--- src/rtl/i2c_tgt_pkg.sv ---
package i2c_tgt_pkg;
  typedef enum logic [2:0] {
    ST_IDLE,
    ST_ADDR,
    ST_RX,
    ST_ACK_PEND,
    ST_ACK_SLOT,
    ST_TX,
    ST_TX_ACK,
    ST_TX_LOAD
  } tgt_state_e;
endpackage

--- src/rtl/i2c_bus_sampler.sv ---
module i2c_bus_sampler #(
  parameter int STAGES = 2
) (
  input  logic clk,
  input  logic rst_n,
  input  logic scl_in,
  input  logic sda_in,
  output logic sda_s,
  output logic scl_rise,
  output logic scl_fall,
  output logic start_evt,
  output logic stop_evt
);
  logic [STAGES-1:0] scl_q, sda_q;
  logic scl_p, sda_p, scl_s;

  always_ff @(posedge clk or negedge rst_n) begin
    if (!rst_n) begin
      scl_q <= '1;
      sda_q <= '1;
      scl_p <= 1'b1;
      sda_p <= 1'b1;
    end else begin
      scl_q <= {scl_q[STAGES-2:0], scl_in};
      sda_q <= {sda_q[STAGES-2:0], sda_in};
      scl_p <= scl_q[STAGES-1];
      sda_p <= sda_q[STAGES-1];
    end
  end

  assign scl_s     = scl_q[STAGES-1];
  assign sda_s     = sda_q[STAGES-1];
  assign scl_rise  = scl_s & ~scl_p;
  assign scl_fall  = ~scl_s & scl_p;
  assign start_evt = scl_s & scl_p & sda_p & ~sda_s;
  assign stop_evt  = scl_s & scl_p & ~sda_p & sda_s;
endmodule

--- src/rtl/i2c_tx_feeder.sv ---
module i2c_tx_feeder #(
  parameter int DATA_W = 8
) (
  input  logic              clk,
  input  logic              rst_n,
  input  logic              want,
  input  logic              take,
  input  logic              flush,
  input  logic [DATA_W-1:0] tx_data,
  input  logic              tx_valid,
  output logic              tx_ready,
  output logic [DATA_W-1:0] next_byte
);
  logic              full;
  logic [DATA_W-1:0] hold;

  assign tx_ready  = want & ~full;
  assign next_byte = full ? hold : '1;

  always_ff @(posedge clk or negedge rst_n) begin
    if (!rst_n) begin
      full <= 1'b0;
      hold <= '0;
    end else if (flush) begin
      full <= 1'b0;
    end else if (tx_valid && tx_ready) begin
      hold <= tx_data;
      full <= 1'b1;
    end else if (take) begin
      full <= 1'b0;
    end
  end
endmodule

--- src/rtl/i2c_tgt_fsm.sv ---
module i2c_tgt_fsm
  import i2c_tgt_pkg::*;
#(
  parameter int ADDR_W = 7,
  parameter int DATA_W = 8
) (
  input  logic              clk,
  input  logic              rst_n,
  input  logic [ADDR_W-1:0] own_addr,
  input  logic              sda_s,
  input  logic              scl_rise,
  input  logic              scl_fall,
  input  logic              start_evt,
  input  logic              stop_evt,
  input  logic              rx_ready,
  input  logic [DATA_W-1:0] next_byte,
  output logic              sda_oe,
  output logic [DATA_W-1:0] rx_data,
  output logic              rx_valid,
  output logic              addressed,
  output logic              dir_read,
  output logic              busy,
  output logic              want_tx,
  output logic              take_tx
);
  localparam int SH_W  = (ADDR_W + 1 > DATA_W) ? ADDR_W + 1 : DATA_W;
  localparam int CNT_W = $clog2(SH_W + 1);

  tgt_state_e        state;
  logic [CNT_W-1:0]  cnt;
  logic [SH_W-2:0]   sh;
  logic [DATA_W-2:0] tx_sh;
  logic              ack_bit;
  logic              addr_phase;

  assign want_tx = addressed & dir_read &
                   (state != ST_IDLE) & (state != ST_ADDR);

  always_ff @(posedge clk or negedge rst_n) begin
    if (!rst_n) begin
      state      <= ST_IDLE;
      cnt        <= '0;
      sh         <= '0;
      tx_sh      <= '1;
      ack_bit    <= 1'b0;
      addr_phase <= 1'b0;
      sda_oe     <= 1'b0;
      rx_data    <= '0;
      rx_valid   <= 1'b0;
      addressed  <= 1'b0;
      dir_read   <= 1'b0;
      busy       <= 1'b0;
      take_tx    <= 1'b0;
    end else begin
      rx_valid <= 1'b0;
      take_tx  <= 1'b0;
      if (start_evt) begin
        state     <= ST_ADDR;
        cnt       <= '0;
        sda_oe    <= 1'b0;
        addressed <= 1'b0;
        busy      <= 1'b1;
      end else if (stop_evt) begin
        state     <= ST_IDLE;
        sda_oe    <= 1'b0;
        addressed <= 1'b0;
        busy      <= 1'b0;
      end else begin
        case (state)
          ST_ADDR: if (scl_rise) begin
            sh <= {sh[SH_W-3:0], sda_s};
            if (cnt == CNT_W'(ADDR_W)) begin
              if (sh[ADDR_W-1:0] == own_addr) begin
                dir_read   <= sda_s;
                ack_bit    <= 1'b1;
                addr_phase <= 1'b1;
                state      <= ST_ACK_PEND;
              end else begin
                state <= ST_IDLE;
              end
            end else begin
              cnt <= cnt + 1'b1;
            end
          end
          ST_RX: if (scl_rise) begin
            sh <= {sh[SH_W-3:0], sda_s};
            if (cnt == CNT_W'(DATA_W - 1)) begin
              rx_data    <= {sh[DATA_W-2:0], sda_s};
              rx_valid   <= rx_ready;
              ack_bit    <= rx_ready;
              addr_phase <= 1'b0;
              state      <= ST_ACK_PEND;
            end else begin
              cnt <= cnt + 1'b1;
            end
          end
          ST_ACK_PEND: if (scl_fall) begin
            sda_oe <= ack_bit;
            if (addr_phase) addressed <= 1'b1;
            state <= ST_ACK_SLOT;
          end
          ST_ACK_SLOT: if (scl_fall) begin
            cnt <= '0;
            if (addr_phase && dir_read) begin
              sda_oe  <= ~next_byte[DATA_W-1];
              tx_sh   <= next_byte[DATA_W-2:0];
              take_tx <= 1'b1;
              state   <= ST_TX;
            end else begin
              sda_oe <= 1'b0;
              state  <= ST_RX;
            end
          end
          ST_TX: if (scl_fall) begin
            if (cnt == CNT_W'(DATA_W - 1)) begin
              sda_oe <= 1'b0;
              state  <= ST_TX_ACK;
            end else begin
              sda_oe <= ~tx_sh[DATA_W-2];
              tx_sh  <= {tx_sh[DATA_W-3:0], 1'b1};
              cnt    <= cnt + 1'b1;
            end
          end
          ST_TX_ACK: if (scl_rise) begin
            state <= sda_s ? ST_IDLE : ST_TX_LOAD;
          end
          ST_TX_LOAD: if (scl_fall) begin
            sda_oe  <= ~next_byte[DATA_W-1];
            tx_sh   <= next_byte[DATA_W-2:0];
            take_tx <= 1'b1;
            cnt     <= '0;
            state   <= ST_TX;
          end
          default: ;
        endcase
      end
    end
  end
endmodule

--- src/rtl/i2c_target_engine.sv ---
module i2c_target_engine #(
  parameter int ADDR_W      = 7,
  parameter int DATA_W      = 8,
  parameter int SYNC_STAGES = 2
) (
  input  logic              clk,
  input  logic              rst_n,
  input  logic [ADDR_W-1:0] own_addr,
  input  logic              scl_in,
  input  logic              sda_in,
  output logic              sda_oe,
  output logic [DATA_W-1:0] rx_data,
  output logic              rx_valid,
  input  logic              rx_ready,
  input  logic [DATA_W-1:0] tx_data,
  input  logic              tx_valid,
  output logic              tx_ready,
  output logic              addressed,
  output logic              dir_read,
  output logic              bus_busy
);
  logic sda_s, scl_rise, scl_fall, start_evt, stop_evt;
  logic want_tx, take_tx;
  logic [DATA_W-1:0] next_byte;

  i2c_bus_sampler #(.STAGES(SYNC_STAGES)) i_sampler (
    .clk, .rst_n, .scl_in, .sda_in,
    .sda_s, .scl_rise, .scl_fall, .start_evt, .stop_evt
  );

  i2c_tx_feeder #(.DATA_W(DATA_W)) i_feeder (
    .clk, .rst_n,
    .want      (want_tx),
    .take      (take_tx),
    .flush     (start_evt | stop_evt),
    .tx_data, .tx_valid, .tx_ready,
    .next_byte (next_byte)
  );

  i2c_tgt_fsm #(.ADDR_W(ADDR_W), .DATA_W(DATA_W)) i_fsm (
    .clk, .rst_n, .own_addr, .sda_s, .scl_rise, .scl_fall,
    .start_evt, .stop_evt, .rx_ready, .next_byte,
    .sda_oe, .rx_data, .rx_valid, .addressed, .dir_read,
    .busy      (bus_busy),
    .want_tx, .take_tx
  );
endmodule

--- config.mk ---
export PLATFORM = sky130hd
export DESIGN_NAME = i2c_target_engine
export DESIGN_NICKNAME = d
export VERILOG_FILES = /design/src/rtl/i2c_tgt_pkg.sv /design/src/rtl/i2c_bus_sampler.sv /design/src/rtl/i2c_tx_feeder.sv /design/src/rtl/i2c_tgt_fsm.sv /design/src/rtl/i2c_target_engine.sv
export SDC_FILE = /design/constraint.sdc
export NUM_CORES = 1
export LEC_CHECK = 0
export BUFFER_PORTS_ARGS = -buffer_cell sky130_fd_sc_hd__clkbuf_2
export CORE_MARGIN = 4
export CORE_UTILIZATION = 56
export CTS_CLUSTER_SIZE = 8
export DETAILED_ROUTE_END_ITERATION = 8
export PLACE_DENSITY_LB_ADDON = 0.25
export SLEW_MARGIN = 20
export SYNTH_ARGS = -nofsm -noshare
export SYNTH_HDL_FRONTEND = slang
export SYNTH_SLANG_ARGS = --single-unit
--- constraint.sdc ---
create_clock -name clk -period 2.2 [get_ports clk]
set_clock_uncertainty 0.15 [all_clocks]
set_input_delay 0.33 -clock clk [delete_from_list [all_inputs] [get_ports clk]]
set_output_delay 0.33 -clock clk [all_outputs]
set_load 0.02 [all_outputs]
Yosys cells after proc, flatten, opt, wreduce, memory -nomap -nowiden
Index checks and enable logic that the tools add are counted.
{"block": "op_classes", "add_sub_neg": 1, "n_eq_ne": 34, "n_mux": 69, "bitwise_logic": 22, "n_reduce_logical": 25}
{"op": "3-bit two-way mux", "count": 14}
{"op": "4-bit by 3-bit != test with 1-bit output (second input constant)", "count": 10}
{"op": "1-bit two-way mux", "count": 35}
{"op": "7-bit two-way mux", "count": 5}
{"op": "4-bit two-way mux", "count": 6}
{"op": "3-bit one-hot mux with 7 select lines", "count": 1}
{"op": "7-bit one-hot mux with 3 select lines", "count": 1}
{"op": "2-bit by 1-bit != test with 1-bit output (second input constant)", "count": 9}
{"op": "3-bit nonzero test", "count": 6}
{"op": "8-bit AND reduction", "count": 2}
{"op": "5-bit AND reduction", "count": 3}
{"op": "3-bit == test (second input constant)", "count": 4}
{"op": "4-bit one-hot mux with 3 select lines", "count": 1}
{"op": "1-bit bitwise AND", "count": 11}
{"op": "11-bit AND reduction", "count": 1}
{"op": "1-bit NOT", "count": 10}
{"op": "3-bit by 1-bit != test with 1-bit output (second input constant)", "count": 3}
{"op": "9-bit nonzero test", "count": 1}
{"op": "8-bit two-way mux", "count": 1}
{"op": "7-bit == test", "count": 1}
{"op": "3-bit by 2-bit == test with 1-bit output (second input constant)", "count": 2}
{"op": "1-bit one-hot mux with 2 select lines", "count": 3}
{"op": "6-bit AND reduction", "count": 1}
{"op": "6-bit nonzero test", "count": 1}
{"op": "other kinds (15)", "count": 19}
{"block": "word_totals", "register_bits": 52, "inputBits": 21, "output_inout_bits": 14, "word_cells": 170}

Logic depth before layout (Yosys ltp)
{"block": "depth", "ltp_word": 7, "mapped_depth": 7, "ltp_nobuf": 6}

Modules after synthesis
From an unflattened synthesis, not the netlist that was laid out.
{"block": "hier_totals", "cells_unflattened": 233, "hier_area_um2": 2680.1}
{"mod": "i2c_tgt_fsm", "instances": 1, "cells_per_inst": 190, "area_per_inst_um2": 2034.5, "seq_area_each_um2": 934.6}
{"mod": "i2c_tx_feeder", "instances": 1, "cells_per_inst": 32, "area_per_inst_um2": 449.2, "seq_area_each_um2": 225.2}
{"mod": "i2c_bus_sampler", "instances": 1, "cells_per_inst": 10, "area_per_inst_um2": 190.2, "seq_area_each_um2": 157.7}
{"mod": "i2c_target_engine", "instances": 1, "cells_per_inst": 1, "area_per_inst_um2": 6.3, "seq_area_each_um2": 0.0}

Worst setup path after synthesis
No wires, ideal clock.
{"block": "synth_path", "kind": "flip-flop to flip-flop", "start": "reg i_fsm.cnt[0]", "end": "reg i_fsm.state[0]", "setup_ps": 128, "arrival_time_ps": 1725, "required_ps": 1922, "path_slack_ps": 198, "path_stages_with_launch": 8, "n_path_buf": 1, "synth_period_minus_slack_ps": 2002, "path_cell_list": "dfrtp_1 > ha_1 > and3b_1 > buf_4 > a21oi_1 > o22a_1 > nor3b_1 > mux2_1"}
{"block": "synth_between", "elab_chain_len": 3, "word_cells_on_any_way": 5, "classes_between": "eq/ne (4); reduce/logical (1)"}
{"item": "start, declared", "line": "i2c_tgt_fsm.sv:30", "rtl": "logic [CNT_W-1:0] cnt;"}
{"item": "start signal, assigned", "line": "i2c_tgt_fsm.sv:82", "rtl": "cnt <= cnt + 1'b1;"}
{"item": "start signal, assigned", "line": "i2c_tgt_fsm.sv:94", "rtl": "cnt <= cnt + 1'b1;"}
{"item": "start signal, assigned", "line": "i2c_tgt_fsm.sv:121", "rtl": "cnt <= cnt + 1'b1;"}
{"item": "4-bit by 3-bit == test with 1-bit output *", "line": "i2c_tgt_fsm.sv:72, i2c_tgt_fsm.sv:87, i2c_tgt_fsm.sv:115"}
{"item": "4-bit by 3-bit != test with 1-bit output (no source line)"}
{"item": "11-bit AND reduction (no source line) *"}
{"item": "end signal, assigned", "line": "i2c_tgt_fsm.sv:125", "rtl": "state <= sda_s ? ST_IDLE : ST_TX_LOAD;"}
{"item": "end, declared", "line": "i2c_tgt_fsm.sv:29", "rtl": "tgt_state_e state;"}
Mark *: on every way between the ends. The rest lies on a longest branch, timed or not.
A chain may end at the register's enable or synchronous reset.

Final worst setup path
Same ends and word-level chain as after synthesis.

==> results.cfg <==
[synth]
ys_warn_count = 0
synth_area_sq_um = 2490
synthCells = 220
synth.ff_latch_count = 52
synth_nets = 242
synth_flop_cell = dfrtp_1
async_flop_share = 1.00
synth-edff-count = 0
seq_area_frac_synth = 0.528
synth.avg_cell_area_sq_um = 11.3
synth_cell_types = 52

[timing]
worst_slack_ns = 0.137
rsz0062_at_grt = false
setup-tns-final_ns = 0
max_freq_mhz = 485
slew_headroom = 0.722
hold_violations = 0
tightest_slew_ns = 0.416
finalSetupViolations = 0
period_needed_ns = 2.06
slew_violations = 0
period_share = 0.938

[pwr]
power_density_nw_per_um2 = 686
irDropWorstVdd_mv = 0.452
leakage_nw = 1.29

[floorplan]
die-area_sq_um = 5590
io_pins = 35
die_w_microns = 74.7
num_rows = 24
core_sq_um = 4320
die-height_microns = 74.7
start_util = 0.577

[routing]
vias = 1772
drt-vias-per-instance = 5.68
dr.first_iter.drc_count = 121
final_antenna_net_count = 0
avgRoutedWirePerCell_microns = 14.5
drcViolationCount = 0
firstDrtPassIters = 4
wl_mm = 4.53

[flow_run]
drv_cap = 0

[global_route]
first_global_vias = 1694
grt_usage = 0.182
grt_pass1_wl_mm = 7.73
grt_max_degree = 53
overflow = 0
antenna_found_initial = 0

[critical_path]
r2r_slack_ns = 0.14
reg2reg_from = i_fsm.cnt[0]
rr_worst_depth = 6
crit_fanout = 6
crit_required_ns = 2.24
critical_path_class = reg -> reg
r2r-end = i_fsm.state[0]
worstSetupEndpointType = register
cp-start-kind = register
critPathArrivalTime_ns = 2.10

[finish]
final_nets = 281
num_antenna_cells = 0
layout-drive-gt1-share = 0.342
synthToLayoutAreaGrowth_pct = 13.9

[clocking]
htreeDepth = 2
cts_tree = built
clock-sinks = 52
clk_pin_slew_ns = 0.09
post_cts_buffers = 0
cts_root_buf = clkbuf_8
worstSkewPairLatency_ns = 0.30
clk_path_buf_depth = 2
numCtsBuffers = 5

[placement]
gp_congestion = 0.886
portBuffers = 34
pre_cts_slack_ns = 0.146
dp_hpwl_mm = 3.24

[worst_hold_path]
worstHoldPathType = in -> reg
hold-path-cell-count = 3
holdCritStartpoint = rx_ready
min_to = i_fsm.rx_valid

[outcome]
outcome = finished, final reports clean
kinds of logic (layout without fill, tap and decap cells):
group / Yosys count / in the layout / share of synthesized area
xor+xnor: 8 / 8 / 0.0281
mux: 24 / 24 / 0.108
buf+inv: 23 / 63 / 0.0431
fa+ha+maj: 1 / 1 / 0.00501
compound gates: 50 / 50 / 0.143
flops: 52 / 52 / 0.528
simple gates: 62 / 62 / 0.145
Yosys cell counts, drive strengths merged (2+ instances only):
master,instances,share of area
xnor2,3,0.011
buf,9,0.022
nor3b,2,0.0080
o2bb2ai,2,0.0070
o22a,2,0.0070
o2111ai,2,0.0070
nor3,3,0.0080
nand3b,8,0.024
a21oi,8,0.016
nand2b,5,0.013
xor2,5,0.018
nand2,13,0.021
dfrtp,39,0.39
inv,13,0.020
a31oi,2,0.0050
and2,2,0.0050
o211ai,7,0.027
nor2b,4,0.010
and3b,2,0.0070
nand3,8,0.018
a311oi,2,0.0095
mux2,23,0.10
dfstp,13,0.14
o221a,2,0.0090
o21ai,17,0.034
nor2,9,0.014
metrics by stage:
stage / area [sq um] / power, mW / hold slack [ns] / cells / util
6_report: 2840 / 1.95 / 0.0765 / 312 / 0.657
5_1_grt: 2840 / 2.07 / 0.0895 / 312 / 0.657
4_1_cts: 2840 / 1.98 / 0.0714 / 312 / 0.657
3_5_place_dp: 2720 / 1.43 / 0.198 / 301 / 0.629
3_3_place_gp: 2720 / 1.41 / 0.195 / 301 / 0.629
2_1_floorplan: 2490 / 1.33 / -0.116 / 220 / -
worst max-delay path: stages, from the launching register on:
cell and delay (ns):
dfrtp_1 0.41, ha_1 0.24, and3b_1 0.28, a21oi_1 0.17, o22a_1 0.16, nor3b_1 0.20
mux2_1 0.33
layout by cell type, fill, tap and decap left out, types with 7 or more instances in the layout:
cell type  count
mux2_2        22
nand2_1       12
inv_1         13
dfstp_2       13
dfrtp_1       38
clkbuf_2      34
o21ai_0       13
nand3b_1       8
a21oi_1        8
nand3_1        7
nor2_1         9
layer usage:
layer / global-route usage / up-vias / wire length [microns]
met5: 0 / - / 0
met3: 0.0360 / 6 / 183
li1: - / 872 / -
met2: 0.289 / 35 / 2260
met1: 0.248 / 859 / 2030
met4: 0.0692 / 0 / 60
flip-flops by register name, indices dropped and copies added (netlist names):
register and count:
i_fsm.take_tx 1, i_feeder.full 1, i_fsm.rx_valid 1, i_fsm.cnt 4
i_fsm.sh 7, i_fsm.sda_oe 1, i_sampler.sda_p 1, i_fsm.ack_bit 1
i_sampler.scl_p 1, i_feeder.hold 8, i_fsm.state 3, i_fsm.rx_data 8
i_sampler.sda_q 2, i_fsm.addr_phase 1, i_sampler.scl_q 2, i_fsm.addressed 1
i_fsm.tx_sh 7, i_fsm.busy 1, i_fsm.dir_read 1
cell type report:
| type | instances | area [sq um] |
|---|---|---|
| inverter | 13 | 48.8 |
| multi-input combinational | 145 | 1070 |
| fill | 352 | 1480 |
| clock buffer | 8 | 90.1 |
| sequential | 52 | 1320 |
| timing repair buffer | 42 | 250 |
| tap | 52 | 65.1 |
worst max-delay path by stage:
| stage | start | end | slack [ns] | depth (start not counted) |
|---|---|---|---|---|
| final | i_fsm.cnt[0] | i_fsm.state[0] | 0.14 | 6 |
| after global routing | i_fsm.cnt[0] | i_fsm.state[0] | 0.02 | 6 |
| after CTS | i_fsm.state[1] | tx_ready | 0.12 | 3 |
| after detailed placement | i_fsm.cnt[0] | i_fsm.state[0] | 0.15 | 6 |
| after global placement | i_fsm.cnt[0] | i_fsm.state[0] | 0.19 | 6 |
| after floorplan | i_fsm.cnt[0] | i_fsm.state[0] | 0.20 | 7 |
power breakdown:
| group | internal, mW | switching [mW] | total (mW) |
|---|---|---|---|
| clock | 0.257 | 0.287 | 0.544 |
| sequential | 1.05 | 0.107 | 1.16 |
| combinational | 0.137 | 0.113 | 0.250 |
| total | 1.44 | 0.507 | 1.95 |
what timing repair did:
action	in CTS	in global routing
resized for setup	0	1
endpoints found under the hold margin	41	0
hold buffers	3	0
setup endpoints to repair	0	1
(Power assumes the default switching activity.)
